==> src/rtl/host_link_ctrl.sv <==
module host_link_ctrl #(
  parameter int ADDR_W     = 19,
  parameter int GAP_CYCLES = 1_000_000,
  parameter logic [7:0] CMD_SEND = 8'hAA,
  parameter logic [7:0] CMD_RUN  = 8'hEE
) (
  input  logic              clk,
  input  logic              rst_n,
  input  logic              rx_valid,
  input  logic [7:0]        rx_byte,
  output logic              tx_valid,
  output logic [7:0]        tx_byte,
  input  logic              tx_ready,
  output logic [ADDR_W-1:0] mem_addr,
  output logic [7:0]        mem_wdata,
  output logic              mem_we,
  input  logic [7:0]        mem_rdata,
  output logic              eng_start,
  input  logic              eng_done,
  input  logic [ADDR_W-1:0] eng_last_addr
);
  localparam logic [ADDR_W-1:0] IN_TOP   = {1'b0, {(ADDR_W-1){1'b1}}};
  localparam logic [ADDR_W-1:0] OUT_BASE = {1'b1, {(ADDR_W-1){1'b0}}};
  localparam int CNT_W = $clog2(GAP_CYCLES + 1);
  localparam logic [CNT_W-1:0] GAP_LAST = CNT_W'(GAP_CYCLES - 1);

  typedef enum logic [2:0] {S_LOAD, S_CMD, S_RUN, S_RD, S_TX} state_t;

  state_t            st;
  logic [ADDR_W-1:0] wptr, rptr, end_addr;
  logic [CNT_W-1:0]  gap;
  logic              full, seen, start_q;
  logic [7:0]        txd;

  always_ff @(posedge clk) begin
    if (!rst_n) begin
      st       <= S_LOAD;
      wptr     <= '0;
      rptr     <= OUT_BASE;
      end_addr <= OUT_BASE;
      gap      <= '0;
      full     <= 1'b0;
      seen     <= 1'b0;
      start_q  <= 1'b0;
      txd      <= '0;
    end else begin
      start_q <= 1'b0;
      case (st)
        S_LOAD: begin
          if (rx_valid) begin
            seen <= 1'b1;
            gap  <= '0;
            if (!full) begin
              wptr <= wptr + 1'b1;
              if (wptr == IN_TOP) full <= 1'b1;
            end
          end else if (seen) begin
            if (gap == GAP_LAST) st <= S_CMD;
            else                 gap <= gap + 1'b1;
          end
        end
        S_CMD: begin
          if (rx_valid && rx_byte == CMD_RUN) begin
            start_q <= 1'b1;
            st      <= S_RUN;
          end else if (rx_valid && rx_byte == CMD_SEND) begin
            rptr <= OUT_BASE;
            st   <= S_RD;
          end
        end
        S_RUN: begin
          if (eng_done) begin
            end_addr <= eng_last_addr;
            st       <= S_CMD;
          end
        end
        S_RD: begin
          txd <= mem_rdata;
          st  <= S_TX;
        end
        S_TX: begin
          if (tx_ready) begin
            if (rptr == end_addr) begin
              st <= S_CMD;
            end else begin
              rptr <= rptr + 1'b1;
              st   <= S_RD;
            end
          end
        end
        default: st <= S_LOAD;
      endcase
    end
  end

  assign mem_we    = (st == S_LOAD) && rx_valid && !full;
  assign mem_addr  = (st == S_LOAD) ? wptr : rptr;
  assign mem_wdata = rx_byte;
  assign tx_valid  = (st == S_TX);
  assign tx_byte   = txd;
  assign eng_start = start_q;
endmodule


==> config.mk <==
export PLATFORM = sky130hd
export DESIGN_NAME = host_link_ctrl
export DESIGN_NICKNAME = d
export VERILOG_FILES = /design/src/rtl/host_link_ctrl.sv
export SDC_FILE = /design/constraint.sdc
export NUM_CORES = 1
export LEC_CHECK = 0
export CORE_UTILIZATION = 42
export CTS_CLUSTER_DIAMETER = 80
export DETAILED_ROUTE_END_ITERATION = 6
export PLACE_DENSITY = 0.65
export SYNTH_ARGS = -nofsm -noshare
export SYNTH_HDL_FRONTEND = slang
export SYNTH_SLANG_ARGS = --single-unit
==> constraint.sdc <==
create_clock -name clk -period 2.4 [get_ports clk]
set_input_delay 0.6 -clock clk [delete_from_list [all_inputs] [get_ports clk]]
set_output_delay 0.6 -clock clk [all_outputs]
set_load 0.05 [all_outputs]
# Word level (Yosys, flattened, before mapping)
# Index checks and enable logic that the tools add are counted.
[word_totals]
register_bits = 91
latch_bits = 0
ram_bits = 0
romBits = 0
inputBits = 40
output_inout_bits = 38
word_cells = 68
memories = 0
[op_classes]
n_addsub = 3
multipliers = 0
n_div = 0
order_cmp = 0
n_eq_ne = 19
shift = 0
mux = 21
bitwise_logic = 1
reduce_logical = 15
[op_table]
columns = ["cell", "n"]
rows = [
  ["$mux 19", 5],
  ["$mux 20", 3],
  ["$add 19x1->19 const B", 2],
  ["$pmux 19 s2", 1],
  ["$mux 3", 7],
  ["$add 20x1->20 const B", 1],
  ["$eq 20x20->1 const B", 1],
  ["$eq 19x18->1 const B", 1],
  ["$eq 19x19->1", 1],
  ["$eq 8x8->1 const B", 2],
  ["$ne 2x2->1 const B", 8],
  ["$pmux 3 s5", 1],
  ["$eq 3x2->1 const B", 2],
  ["$reduce_and 2->1", 3],
  ["$reduce_and 3->1", 2],
  ["$reduce_and 6->1", 1],
  ["$reduce_and 5->1", 1],
  ["$logic_and 1x1->1", 4],
  ["$reduce_bool 2->1", 2],
  ["$eq 3x1->1 const B", 1],
  ["$eq 3x3->1 const B", 1],
  ["$logic_not 3->1", 1],
  ["$mux 1", 3],
  ["$ne 3x3->1 const B", 1],
  ["other kinds (4)", 4],
]

# Longest topological paths before layout
# Gate-level depths: netlist of the first run.
[depth]
ltp_word = 5
depth_mapped = 8
mapped_depth_nobuf = 7

# Least setup slack after synthesis of the first run
# Ideal clock, no wire load.
[synth_timing]
kind = "flip-flop to output port"
from = "register st[1]"
to = "output mem_addr[10]"
arrival_time_ns = 1.780
required_time_ns = 1.800
path_slack_ns = 0.020
stages_incl_launch_ff = 6
n_path_buf = 3
cell_sequence = "dfxtp_1 > buf_2 > nor3_4 > clkbuf_1 > buf_2 > mux2_2"
[synth_between]
elab_chain_cells = 2
[synth_rtl]
columns = ["element", "line", "source"]
rows = [
  ["from (decl)", "29", "state_t st;"],
  ["from (signal assigned)", "37", "st <= S_LOAD;"],
  ["from (signal assigned)", "58", "if (gap == GAP_LAST) st <= S_CMD;"],
  ["from (signal assigned)", "65", "st <= S_RUN;"],
  ["$logic_not 3->1", "97", "assign mem_addr = (st == S_LOAD) ? wptr : rptr;"],
  ["$mux 19", "97", ""],
  ["to (decl)", "14", "output logic [ADDR_W-1:0] mem_addr,"],
]
# No other way between the ends.

# Worst setup path in the final report of the first run
[layout_timing]
from = "register st[1]"
to = "output mem_addr[17]"
# The elaborated chain is that of the path after synthesis.

==> impl_metrics.ini, run 1 <==
[grt]
grt_start_max_net_pins = 30
antenna_found_initial = 0
gr-total-overflow = 0
grt_usage_pct = 20.0
grt_pass1_vias = 3786
grt_pass1_wl_mm = 18.1

[critical_path]
r2r_cells = 6
max_stage_delay_ns = 0.38
cpMaxStageDelayCell = dfxtp_4
worstPathMaxFanout = 8
crit_type = flop to output port
worstPathArrival_ns = 1.77
endpoint_kind = output port
required_ns = 1.80
start_kind = flop
path_cells = nor3_4 -> buf_12 -> clkbuf_16 -> mux2_2 -> buf_6

[logic_synthesis]
ys_seq_area_share_pct = 38.8
synth_cells = 541
synth.net_count = 584
netlist_area_sq_mm = 0.00469
synth_ff_type = dfxtp_1
async_flop_share_pct = 0
synth_edf_count = 0
yosysUniqueCellTypes = 59
synth_area_per_cell_sq_um = 8.67
yosysWarnings = 0
ys_ff_latch = 91

[cells_and_area]
final_area_sq_mm = 0.00612
layout.cells.most_common = dfxtp_1
drive_above_1_share_pct = 19.1
final_cell_mix = dfxtp_1, nand2_1, nor2_1
postLayoutCoreUtil_pct = 56.4
area_growth_syn_to_layout_pct = 30.4
nets = 673
antennaDiodeCount = 0
num-fill-cells = 1009

[place]
placed_area_sq_mm = 0.00574
dp_hpwl_mm = 8.46
numPortBuffers = 77
gp_congestion = 0.848

[power]
vdd_drop_max_v = 0.000305
power_uw = 2780
p_leak_uw = 0.00231
power.density_mw_per_mm2 = 455

[routing]
drc = 0
wl_per_cell_um = 14.9
routed_via_density = 5.29
vias = 4090
ant_nets = 0
drt_iter0_drc = 149
drtPass1Iterations = 4
wirelength_mm = 11.5

[worst_hold_path]
hold_depth = 2
hp-class = flop to flop

[sta]
fin_crit_sh_pct = 98.7
rsz0062_at_grt = true
max_freq_mhz = 422
final-hold-violation-count = 0
clock-skew-final_ns = 0.00706
worst_pin_slew_ns = 0.712
slew_headroom_pct = 52.5
worst_hold_slack_ns = 0.467
final-max-slew-violation-count = 0
setup_violations = 0
period_needed_ns = 2.37

[clocking]
numCtsBuffers = 9
htree_num_levels = 3
worstSkewPairLatency_ns = 0.36
cts_sinks = 91
clock_path_buffers = 2
clk_pin_slew_worst_paths_ns = 0.08
cts_hold_buf = 0
cts_root_buffer = clkbuf_8
cts_tree = done

[die]
core_area_sq_mm = 0.0108
die_x_um = 108
die_h_um = 108
start_util_pct = 43.3
io_pins = 78
rows = 38
dieArea_sq_mm = 0.0116

[run]
maxCapViolCount = 0

[run_status]
status = completed
[final timing paths]
kind,start,end,slack [ns]
max,st[1]$_SDFFE_PN0P_,mem_addr[17],0.03
min,end_addr[13]$_SDFFE_PN0P_,end_addr[13]$_SDFFE_PN0P_,0.47
max reg2reg,st[0]$_SDFFE_PN0P_,rptr[5]$_SDFFE_PN0P_,0.19
min reg2reg,end_addr[13]$_SDFFE_PN0P_,end_addr[13]$_SDFFE_PN0P_,0.47
[registers in the layout, summed over array words and instances, names as in the netlist]
signal and cells:
st 3, full 1, rptr 19, end_addr 19, eng_start 1, gap 20
tx_byte 8, seen 1, wptr 19
[cell families after synthesis]
group                    after synthesis  synth area share (%)
AND/OR/NAND/NOR                      233                  25.6
flip-flops                            91                  38.8
AO/OA/AOI/OAI                         85                  12.3
XOR/XNOR                              55                  10.3
buffers and inverters                 42                  4.88
multiplexers                          32                  7.34
adder cells (fa/ha/maj)                3                 0.800
[metrics by stage]
| stage | setup TNS (ns) | setup slack (ns) | cells |
|---|---|---|---|
| final | 0 | 0.0322 | 773 |
| after global routing | -0.0492 | -0.0159 | 773 |
| after CTS | 0 | 0.0240 | 767 |
| after detailed placement | -4.10 | -0.321 | 753 |
| after global placement | -3.63 | -0.281 | 753 |
| after floorplan | 0 | 0.0196 | 541 |
[timing repair]
item / in CTS / in global routing
pin swaps: 0 / 1
gates resized for setup: 1 / 28
cloned: 0 / 2
buffers inserted: 0 / 4
setup endpoints to repair: 1 / 20
[critical path, delay by kind of cell (launching register included)]
family,cells,cell delay (ns)
buffers and inverters,3,0.46
DFF,1,0.38
muxes,1,0.34
and+or+nand+nor,1,0.22
[cells in the mapped netlist, drive strengths merged (2+ instances only)]
| library cell | instances | area share, % |
|---|---|---|
| mux2i | 13 | 2.8 |
| buf | 17 | 2.9 |
| and3 | 9 | 1.2 |
| a21o | 2 | 0.32 |
| nor3 | 10 | 1.5 |
| or3 | 4 | 0.53 |
| nand2 | 78 | 6.4 |
| o21a | 4 | 0.64 |
| xnor2 | 28 | 5.2 |
| and2 | 2 | 0.27 |
| o41a | 2 | 0.48 |
| nand4 | 18 | 2.4 |
| o21ai | 13 | 1.5 |
| mux2 | 19 | 4.6 |
| or4b | 2 | 0.51 |
| nand3b | 2 | 0.32 |
| a41oi | 3 | 0.56 |
| xor2 | 27 | 5.0 |
| a22oi | 2 | 0.32 |
| a41o | 2 | 0.43 |
| a31oi | 15 | 2.6 |
| o2111ai | 2 | 0.37 |
| a21boi | 3 | 0.56 |
| nand3 | 22 | 2.3 |
| dfxtp | 91 | 39 |
| clkbuf | 19 | 1.5 |
| nor4 | 5 | 1.6 |
| nor2 | 68 | 5.5 |
| and4 | 5 | 0.93 |
| nor3b | 3 | 0.59 |
| inv | 6 | 0.48 |
| a21oi | 32 | 3.6 |
| ha | 3 | 0.80 |
[power by group]
part / leakage, uW / internal, uW / switching [uW] / total, uW
logic: 0.00148 / 138 / 126 / 264
clock network: 0.0000950 / 496 / 506 / 1000
registers: 0.000735 / 1510 / 6.44 / 1520
[metal layers]
layer / vias to the layer above / part of all wire, % / track usage [%]
li1: 2060 / - / -
met1: 1924 / 43 / 23.3
met2: 94 / 52 / 35.6
met3: 12 / 4.3 / 4.30
met4: 0 / 1.1 / 7.53
met5: - / 0 / 0
[cell type report]
class | count | area [sq um] | share of cell area [%]
multi-input combinational | 408 | 2650 | 43.4
sequential | 91 | 1830 | 29.9
timing repair buffer | 114 | 1260 | 20.5
tap | 140 | 175 | 2.86
clock buffer | 11 | 141 | 2.31
clock inverter | 3 | 40.0 | 0.655
inverter | 6 | 22.5 | 0.368
(Power assumes the default switching activity.)
==> run 2: changes to the inputs <==
CTS_CLUSTER_SIZE = 16   (was default)
PLACE_DENSITY = default   (was 0.65)
PLACE_DENSITY_LB_ADDON = 0.12   (was default)
==> impl_metrics.ini, run 2 (synthesis gave the netlist of run 1 again) <==
[run_status]
status = completed

[power]
power_uw = 3100
p_int_uw = 2420
switching_share_pct = 21.7
vdd_drop_max_v = 0.000419
p_clk_share_pct = 42.5
comb_power_share_pct = 8.4
p_sw_uw = 672
power.density_mw_per_mm2 = 503
p_leak_uw = 0.00237
seqPwrFrac_pct = 49.1

[die]
die_x_um = 108
rows = 38
die_h_um = 108
dieArea_sq_mm = 0.0116
io_pins = 78
start_util_pct = 43.3
core_area_sq_mm = 0.0108

[clocking]
cts_sinks = 91
worstSkewPairLatency_ns = 0.37
cts_tree = done
cts_root_buffer = clkbuf_8
clock_path_buffers = 2
clk_pin_slew_worst_paths_ns = 0.08
cts_hold_buf = 0
htree_num_levels = 3
numCtsBuffers = 9

[cells_and_area]
nets = 669
postLayoutCoreUtil_pct = 56.8
largest_reg_flops = 20
final_cell_mix = dfxtp_1, nand2_1, nor2_1
antennaDiodeCount = 0
largest_register = gap
area_growth_syn_to_layout_pct = 31.2
layout.cells.most_common = dfxtp_1
drive_above_1_share_pct = 19.3

[critical_path]
crit_type = flop to output port
timing.reg2reg.setup_slack_ns = 0.25
worstPathMaxFanout = 11
required_ns = 1.80
r2r-start = st[0]$_SDFFE_PN0P_
worstPathArrival_ns = 1.77
cpMaxStageDelayCell = dfxtp_4
path_delay_family = buffers and inverters
regToRegEndpoint = rptr[14]$_SDFFE_PN0P_
endpoint_kind = output port
r2r_cells = 6
crit_buf_inv = 2
max_stage_delay_ns = 0.38
start_kind = flop
path_cells = nor3_4 -> clkbuf_16 -> mux2_2 -> buf_6

[grt]
antenna_found_initial = 0
grt_pass1_vias = 3978
grt_pass1_wl_mm = 19.2
gr-total-overflow = 0
grt_start_max_net_pins = 34
grt_usage_pct = 21.4

[worst_hold_path]
hold-path-endpoint = end_addr[13]$_SDFFE_PN0P_
hp-class = flop to flop
hold_depth = 2
hp-start = end_addr[13]$_SDFFE_PN0P_

[routing]
ant_nets = 0
routed_via_density = 5.36
vias = 4131
drc = 0
wirelength_mm = 11.8
wl_per_cell_um = 15.3
drtPass1Iterations = 4
drt_iter0_drc = 178

[place]
numPortBuffers = 77
dp_hpwl_mm = 8.57
gp_congestion = 0.825

[sta]
setup_violations = 0
slew_headroom_pct = 50.0
period_needed_ns = 2.37
rsz0062_at_grt = true
max_freq_mhz = 422
worst_pin_slew_ns = 0.750
final-max-slew-violation-count = 0
final-hold-violation-count = 0
fin_crit_sh_pct = 98.7
clock-skew-final_ns = 0.0127
worst_hold_slack_ns = 0.472

[run]
maxCapViolCount = 0
## run 2: area by class of cell
type                            instances  area, sq um
Timing Repair Buffer                  110         1220
Clock buffer                           12          165
Fill cell                             984         4690
Tap cell                              140          175
Multi-Input combinational cell        408         2650
Inverter                                6         22.5
Sequential cell                        91         1830
Clock inverter                          4         95.1
## run 2: per-layer routing
layer | GRT usage [%] | vias to the layer above | routed length (um)
li1 | - | 2056 | -
met1 | 25.4 | 1969 | 5110
met2 | 37.8 | 89 | 6040
met3 | 4.06 | 17 | 425
met4 | 8.51 | 0 | 245
met5 | 0 | - | 0
## run 2: worst reg2reg max path: stages (launching register included)
cell     delay [ns]
dfxtp_2        0.42
nor3b_2        0.41
or4_4          0.22
nor3_4         0.05
a21oi_2        0.59
a41oi_1        0.21
a31oi_1        0.18
## run 2: how the worst max path moves through the flow
stage,slack [ns],cells past startpoint,to,startpoint
finish,0.03,4,mem_addr[6],st[2]$_SDFFE_PN0P_
global placement,-0.41,7,rptr[4]$_SDFFE_PN0P_,rx_byte[5]
detailed placement,-0.44,7,rptr[8]$_SDFFE_PN0P_,rx_byte[5]
CTS,0.002,4,mem_addr[7],st[0]$_SDFFE_PN0P_
global route,-0.03,4,mem_addr[6],st[2]$_SDFFE_PN0P_
floorplan,0.02,5,mem_addr[10],st[1]$_SDFFE_PN0P_
## run 2: stage by stage
step                setup TNS (ns)  instances  setup slack [ns]  cell area [sq um]
floorplan                        0        541            0.0196               4690
global placement             -5.60        750            -0.406               5710
detailed placement           -5.95        750            -0.440               5710
CTS                              0        767           0.00196               5990
global route                -0.280        771           -0.0339               6150
finish                           0        771            0.0313               6150
## run 2: repair_timing
action	CTS	global route
setup endpoints to repair	6	27
setup buffers	1	2
gates cloned	0	2
resized for setup	0	32
pin swaps	0	5
## run 2: power by group through the flow
stage	clock network [uW]	registers (uW)	logic, uW
floorplan	0	1550	116
global placement	0	1560	249
detailed placement	0	1560	251
CTS	1350	1520	257
global route	1410	1520	276
finish	1320	1520	261
